--- src/rtl/capCtlPkg.sv ---
package capCtlPkg;
  localparam int ADDR_REV   = 0;
  localparam int ADDR_DIVHI = 1;
  localparam int ADDR_DIVLO = 2;
  localparam int ADDR_CLK   = 3;
  localparam int ADDR_PHASE = 4;

  typedef enum logic [2:0] {
    SEL_NONE, SEL_REV, SEL_DIVHI, SEL_DIVLO, SEL_CLK, SEL_PHASE
  } rdSel_t;

  typedef struct packed {
    logic   ldStage;
    logic   ldCommit;
    logic   ldClk;
    logic   ldPhase;
    logic   rdEn;
    rdSel_t rdSel;
  } regStb_t;
endpackage

--- src/rtl/capCtlDecode.sv ---
module capCtlDecode
  import capCtlPkg::*;
#(
  parameter int ADDR_W = 8
) (
  input  logic [ADDR_W-1:0] busAddr,
  input  logic              busWrEn,
  input  logic              busRdEn,
  output regStb_t           stb
);
  logic hitRev, hitDivHi, hitDivLo, hitClk, hitPhase;

  always_comb begin
    hitRev   = (busAddr == ADDR_W'(ADDR_REV));
    hitDivHi = (busAddr == ADDR_W'(ADDR_DIVHI));
    hitDivLo = (busAddr == ADDR_W'(ADDR_DIVLO));
    hitClk   = (busAddr == ADDR_W'(ADDR_CLK));
    hitPhase = (busAddr == ADDR_W'(ADDR_PHASE));

    stb.ldStage  = busWrEn & hitDivHi;
    stb.ldCommit = busWrEn & hitDivLo;
    stb.ldClk    = busWrEn & hitClk;
    stb.ldPhase  = busWrEn & hitPhase;
    stb.rdEn     = busRdEn;
    if      (hitRev)   stb.rdSel = SEL_REV;
    else if (hitDivHi) stb.rdSel = SEL_DIVHI;
    else if (hitDivLo) stb.rdSel = SEL_DIVLO;
    else if (hitClk)   stb.rdSel = SEL_CLK;
    else if (hitPhase) stb.rdSel = SEL_PHASE;
    else               stb.rdSel = SEL_NONE;
  end
endmodule

--- src/rtl/capCtlData.sv ---
module capCtlData
  import capCtlPkg::*;
#(
  parameter int          DATA_W    = 8,
  parameter int          DIV_W     = 12,
  parameter int          PHASE_W   = 5,
  parameter int          DIV_RESET = 1693,
  parameter int          DIV_MIN   = 2,
  parameter int          PHASE_RESET = 16,
  parameter logic [7:0]  CHIP_REV  = 8'h01
) (
  input  logic               clk,
  input  logic               rstN,
  input  regStb_t            stb,
  input  logic [DATA_W-1:0]  wrData,
  output logic [DATA_W-1:0]  rdData,
  output logic [DIV_W-1:0]   lineDiv,
  output logic               lineDivUse,
  output logic               lineDivErr,
  output logic               divCommit,
  output logic [1:0]         vcoBand,
  output logic [2:0]         pumpSel,
  output logic               extClkSel,
  output logic [PHASE_W-1:0] samplePhase
);
  localparam int LO_W  = DIV_W - DATA_W;
  localparam int CLK_W = 6;
  localparam logic [DIV_W-1:0]   DIV_RST   = DIV_W'(DIV_RESET);
  localparam logic [DIV_W-1:0]   DIV_LIMIT = DIV_W'(DIV_MIN);
  localparam logic [PHASE_W-1:0] PH_RST    = PHASE_W'(PHASE_RESET);

  logic [DATA_W-1:0] divStage;
  logic [DIV_W-1:0]  divActive;
  logic              errQ;
  logic [DATA_W-1:0] rdNext;
  logic [DIV_W-1:0]  divNext;

  assign divNext = {divStage, wrData[DATA_W-1 -: LO_W]};

  always_ff @(posedge clk) begin
    if (!rstN) begin
      divStage    <= DIV_RST[DIV_W-1 -: DATA_W];
      divActive   <= DIV_RST;
      errQ        <= (DIV_RST < DIV_LIMIT);
      divCommit   <= 1'b0;
      vcoBand     <= 2'b01;
      pumpSel     <= 3'b001;
      extClkSel   <= 1'b0;
      samplePhase <= PH_RST;
      rdData      <= '0;
    end else begin
      divCommit <= stb.ldCommit;
      rdData    <= rdNext;
      if (stb.ldStage) divStage <= wrData;
      if (stb.ldCommit) begin
        divActive <= divNext;
        errQ      <= (divNext < DIV_LIMIT);
      end
      if (stb.ldClk) begin
        vcoBand   <= wrData[DATA_W-1 -: 2];
        pumpSel   <= wrData[DATA_W-3 -: 3];
        extClkSel <= wrData[DATA_W-6];
      end
      if (stb.ldPhase) samplePhase <= wrData[DATA_W-1 -: PHASE_W];
    end
  end

  always_comb begin
    rdNext = '0;
    if (stb.rdEn) begin
      unique case (stb.rdSel)
        SEL_REV:   rdNext = DATA_W'(CHIP_REV);
        SEL_DIVHI: rdNext = divStage;
        SEL_DIVLO: rdNext = {divActive[LO_W-1:0], {(DATA_W-LO_W){1'b0}}};
        SEL_CLK:   rdNext = {vcoBand, pumpSel, extClkSel, {(DATA_W-CLK_W){1'b0}}};
        SEL_PHASE: rdNext = {samplePhase, {(DATA_W-PHASE_W){1'b0}}};
        default:   rdNext = '0;
      endcase
    end
  end

  assign lineDiv    = divActive;
  assign lineDivErr = errQ;
  assign lineDivUse = ~extClkSel;
endmodule

--- src/rtl/capCtlRegs.sv ---
module capCtlRegs
  import capCtlPkg::*;
#(
  parameter int         ADDR_W   = 8,
  parameter int         DATA_W   = 8,
  parameter int         DIV_W    = 12,
  parameter int         PHASE_W  = 5,
  parameter logic [7:0] CHIP_REV = 8'h01
) (
  input  logic               clk,
  input  logic               rstN,
  input  logic [ADDR_W-1:0]  busAddr,
  input  logic [DATA_W-1:0]  busWrData,
  input  logic               busWrEn,
  input  logic               busRdEn,
  output logic [DATA_W-1:0]  busRdData,
  output logic [DIV_W-1:0]   lineDiv,
  output logic               lineDivUse,
  output logic               lineDivErr,
  output logic               divCommit,
  output logic [1:0]         vcoBand,
  output logic [2:0]         pumpSel,
  output logic               extClkSel,
  output logic [PHASE_W-1:0] samplePhase
);
  regStb_t stb;

  capCtlDecode #(.ADDR_W(ADDR_W)) decode_i (
    .busAddr(busAddr), .busWrEn(busWrEn), .busRdEn(busRdEn), .stb(stb)
  );

  capCtlData #(
    .DATA_W(DATA_W), .DIV_W(DIV_W), .PHASE_W(PHASE_W), .CHIP_REV(CHIP_REV)
  ) data_i (
    .clk(clk), .rstN(rstN), .stb(stb), .wrData(busWrData), .rdData(busRdData),
    .lineDiv(lineDiv), .lineDivUse(lineDivUse), .lineDivErr(lineDivErr),
    .divCommit(divCommit), .vcoBand(vcoBand), .pumpSel(pumpSel),
    .extClkSel(extClkSel), .samplePhase(samplePhase)
  );
endmodule

--- config.mk ---
export PLATFORM = sky130hd
export DESIGN_NAME = capCtlRegs
export DESIGN_NICKNAME = d
export VERILOG_FILES = /design/src/rtl/capCtlPkg.sv /design/src/rtl/capCtlDecode.sv /design/src/rtl/capCtlData.sv /design/src/rtl/capCtlRegs.sv
export SDC_FILE = /design/constraint.sdc
export NUM_CORES = 1
export LEC_CHECK = 0
export BUFFER_PORTS_ARGS = -buffer_cell sky130_fd_sc_hd__buf_4
export CAP_MARGIN = 30
export CORE_ASPECT_RATIO = 0.9
export CORE_UTILIZATION = 50
export CTS_CLUSTER_SIZE = 30
export DETAILED_ROUTE_END_ITERATION = 6
export HOLD_SLACK_MARGIN = 0.06
export PLACE_DENSITY = 0.82
export SYNTH_ARGS = -nofsm -noshare
export SYNTH_HDL_FRONTEND = slang
export SYNTH_HIERARCHICAL = 1
export SYNTH_SLANG_ARGS = --single-unit
--- constraint.sdc ---
create_clock -name clk -period 2.9 [get_ports clk]
set_input_delay 0.145 -clock clk [delete_from_list [all_inputs] [get_ports clk]]
set_output_delay 0.145 -clock clk [all_outputs]
set_load 0.02 [all_outputs]
==> impl_metrics.csv <==
group,metric,value,unit
timing,timing.final.crit_share,0.6744,
die,dieArea,0.003809,mm^2
global_routing,grtUsageTotal,0.2527,
synth,synth_compound_area_frac,0.07228,
global_routing,antenna_found_initial,0,
timing,setup_viol,0,
placement,dp_hpwl,3.176,mm
worst_setup_path,critPathTopFamily,"compound AO/OA/AOI/OAI gates",
synth,ys.warnings.count,6,
global_routing,overflow,0,
worst_setup_path,cp_common_cell,"buf_4",
worst_setup_path,reg2regPathDepth,3,
timing,finalSetupTns,0,ns
power,ir_drop,0.3665,mV
worst_setup_path,path_class,"input pin to flip-flop",
final_layout,antennaDiodeCount,0,
power,powerDensity,429.2,mW/mm^2
die,die_h,58.65,um
synth,synth.largest_area_cell,"dfxtp_1",
route,viasPerCell,5.359,
synth,synth_top_family_by_area,"simple AND/OR/NAND/NOR gates",
synth,yosys-top-cells-area,"dfxtp_1, mux2i_1, nor2b_1",
worst_setup_path,cp_slowest_cell,"or4_4",
route,remaining_drc_errors,0,
worst_setup_path,worst_path_largest_cell_delay,0.60,ns
worst_setup_path,crit_arrival,2.15,ns
worst_hold_path,hp-class,"input pin to flip-flop",
timing,slew_headroom,0.5754,
synth,avgSynthCellArea,10.37,um^2
synth,synthCells,172,
cts,cts_root_buf,"clkbuf_8",
timing,rsz0062_at_grt,"false",
synth,synth_cell_types,33,
synth,syn-num-nets,192,
worst_setup_path,crit_fanout,9,
die,coreArea,0.003403,mm^2
worst_setup_path,crit_path_end_kind,"flip-flop",
worst_setup_path,cp.depth,7,
timing,hold_ws,0.07495,ns
worst_setup_path,worstSetupStartpointType,"input pin",
power,leakagePower,0.8321,nW
worst_setup_path,worstPathRequired,3.09,ns
worst_setup_path,crit_chain,"buf_4 > or4_4 > a2111oi_4 > buf_4 > mux2i_1 > o22a_1 > nor2_1",
timing,fin_crit,1.956,ns
timing,setup_ws,0.9442,ns
placement,gp_congestion,0.8325,
route,drtIter0Drc,70,
global_routing,grt_max_degree,36,
cts,htree_levels,2,
route,postRouteAntennaNets,0,
route,routed_wl,4.190,mm
die,ios,54,
cts,clkTransAtPathRegs,0.08,ns
timing,drv_slew,0,
cts,clkSinkCount,41,
synth,synth_seq_cells,41,
synth,synth.most_common_cell,"dfxtp_1",
cts,cts_buffer_depth,2,
synth,synthMuxAreaShare,0.2084,
synth,yosys.area_share.simple,0.2119,
die,die_x,64.95,um
route,vias,1447,
timing,max_freq,511.3,MHz
global_routing,first_global_vias,1461,
synth,synth_adder_area_share,0,
timing,hold_violations,0,
final_layout,syn2layout_area_growth,29.89,%
synth,yosysSeqAreaShare,0.4604,
worst_hold_path,hold_depth,3,
synth,synth_ff_type,"dfxtp_1",
placement,portBuffers,53,
synth,synth_common_cells,"dfxtp_1, mux2i_1, nor2b_1",
global_routing,grt_pass1_wl,7.038,mm
route,post_drt_wl_per_cell,15.52,um
die,start_util,0.5239,
cts,clk-insertion-delay-late,0.29,ns
route,first_pass_iters,4,
worst_setup_path,critPathBufInv,2,
synth,synth_edf_count,0,
run,max_cap_viol_count,0,
placement,pre_cts_slack,0.6326,ns
cts,post-cts-setup-buffers,0,
run_status,outcome,"finished clean",
cts,cts-resized-gates,0,
final_layout,drive_gt1_frac,0.3230,
timing,final.setup_skew,0.01097,ns
synth,async_flop_share,0,
timing,max_slew.worst_pin.slew,0.6310,ns
synth,synth_top_area_frac,0.4604,
die,num_rows,20,
cts,cts_hold_buf,0,
final_layout,final_nets,246,
synth,synthXorXnorAreaFrac,0.004912,
cts,cts_made_buffers,5,
cts,cts_tree,"yes",
worst_setup_path,rrSetupSlack,1.88,ns
synth,syn-cell-area,0.001783,mm^2
[metal layers]
metal | wire length, um | track usage | vias to the layer above | share of wire
met5 | 0 | 0 | - | 0
met4 | 125 | 0.1333 | 0 | 0.030
met3 | 237 | 0.08527 | 16 | 0.057
met2 | 2002 | 0.4077 | 42 | 0.48
met1 | 1825 | 0.2989 | 684 | 0.44
li1 | - | - | 705 | -
[worst paths after layout]
path / start / to
max: busAddr[4] / data_i/rdData[4]$_SDFF_PN0_
min: busWrData[0] / data_i/divStage[0]$_SDFFE_PN1P_
max reg2reg: data_i/divStage[0]$_SDFFE_PN1P_ / data_i/lineDivErr$_SDFFE_PN0P_
min reg2reg: data_i/lineDivErr$_SDFFE_PN0P_ / data_i/lineDivErr$_SDFFE_PN0P_
[per-stage QoR]
| step | total power, mW | cell area, um^2 | instances | utilization |
|---|---|---|---|---|
| 2_1_floorplan | 0.6024 | 1783 | 172 | - |
| 3_3_place_gp | 0.6299 | 2230 | 263 | 0.6551 |
| 3_5_place_dp | 0.6331 | 2230 | 263 | 0.6551 |
| 4_1_cts | 1.004 | 2316 | 270 | 0.6805 |
| 5_1_grt | 1.032 | 2316 | 270 | 0.6805 |
| 6_report | 0.9940 | 2316 | 270 | 0.6805 |
[worst register-to-register path: stages, from the launching register on]
cell and delay, ns:
dfxtp_1 0.35, nor4_1 0.32, nand4_1 0.16, a21boi_1 0.13
[registers in the layout, summed over array words and instances (netlist names)]
name / flops
data_i/samplePhase: 5
data_i/rdData: 8
data_i/lineDivErr: 1
data_i/divCommit: 1
data_i/divStage: 8
data_i/extClkSel: 1
data_i/pumpSel: 3
data_i/lineDiv: 12
data_i/vcoBand: 2
[final cells by class]
class | count | area (um^2)
clock buffers | 7 | 86.33
fillers | 296 | 1087
inverters | 2 | 7.507
multi-input cells | 116 | 895.9
flip-flops and latches | 41 | 820.8
well taps | 44 | 55.05
repair buffers | 60 | 450.4
[power breakdown]
part	leakage, nW	switching [mW]	internal (mW)
clock network	0.0443	0.185	0.189
logic	0.457	0.0281	0.0287
registers	0.331	0.000433	0.563
total	0.832	0.213	0.781
[cell usage in the layout, fill, tap and decap left out, types with 2 or more instances in the layout]
cell type  instances
buf_4             60
dfxtp_1           41
mux2i_1           36
nor2b_1           19
nand2_1           15
clkbuf_8           6
nor2_1             6
nand2b_1           4
nor4_1             4
a22oi_1            3
nor3_1             3
a211oi_1           3
o22a_1             3
nand3b_1           3
inv_1              2
or3b_2             2
[kinds of logic (layout without fill, tap and decap cells)]
kind of cell    count (synthesis)  in the layout
buf+inv                        15             69
xor+xnor                        1              1
simple gates                   64             64
mux                            37             37
flops                          41             41
compound gates                 14             14
Note: power is estimated with default switching activity, not from simulation.
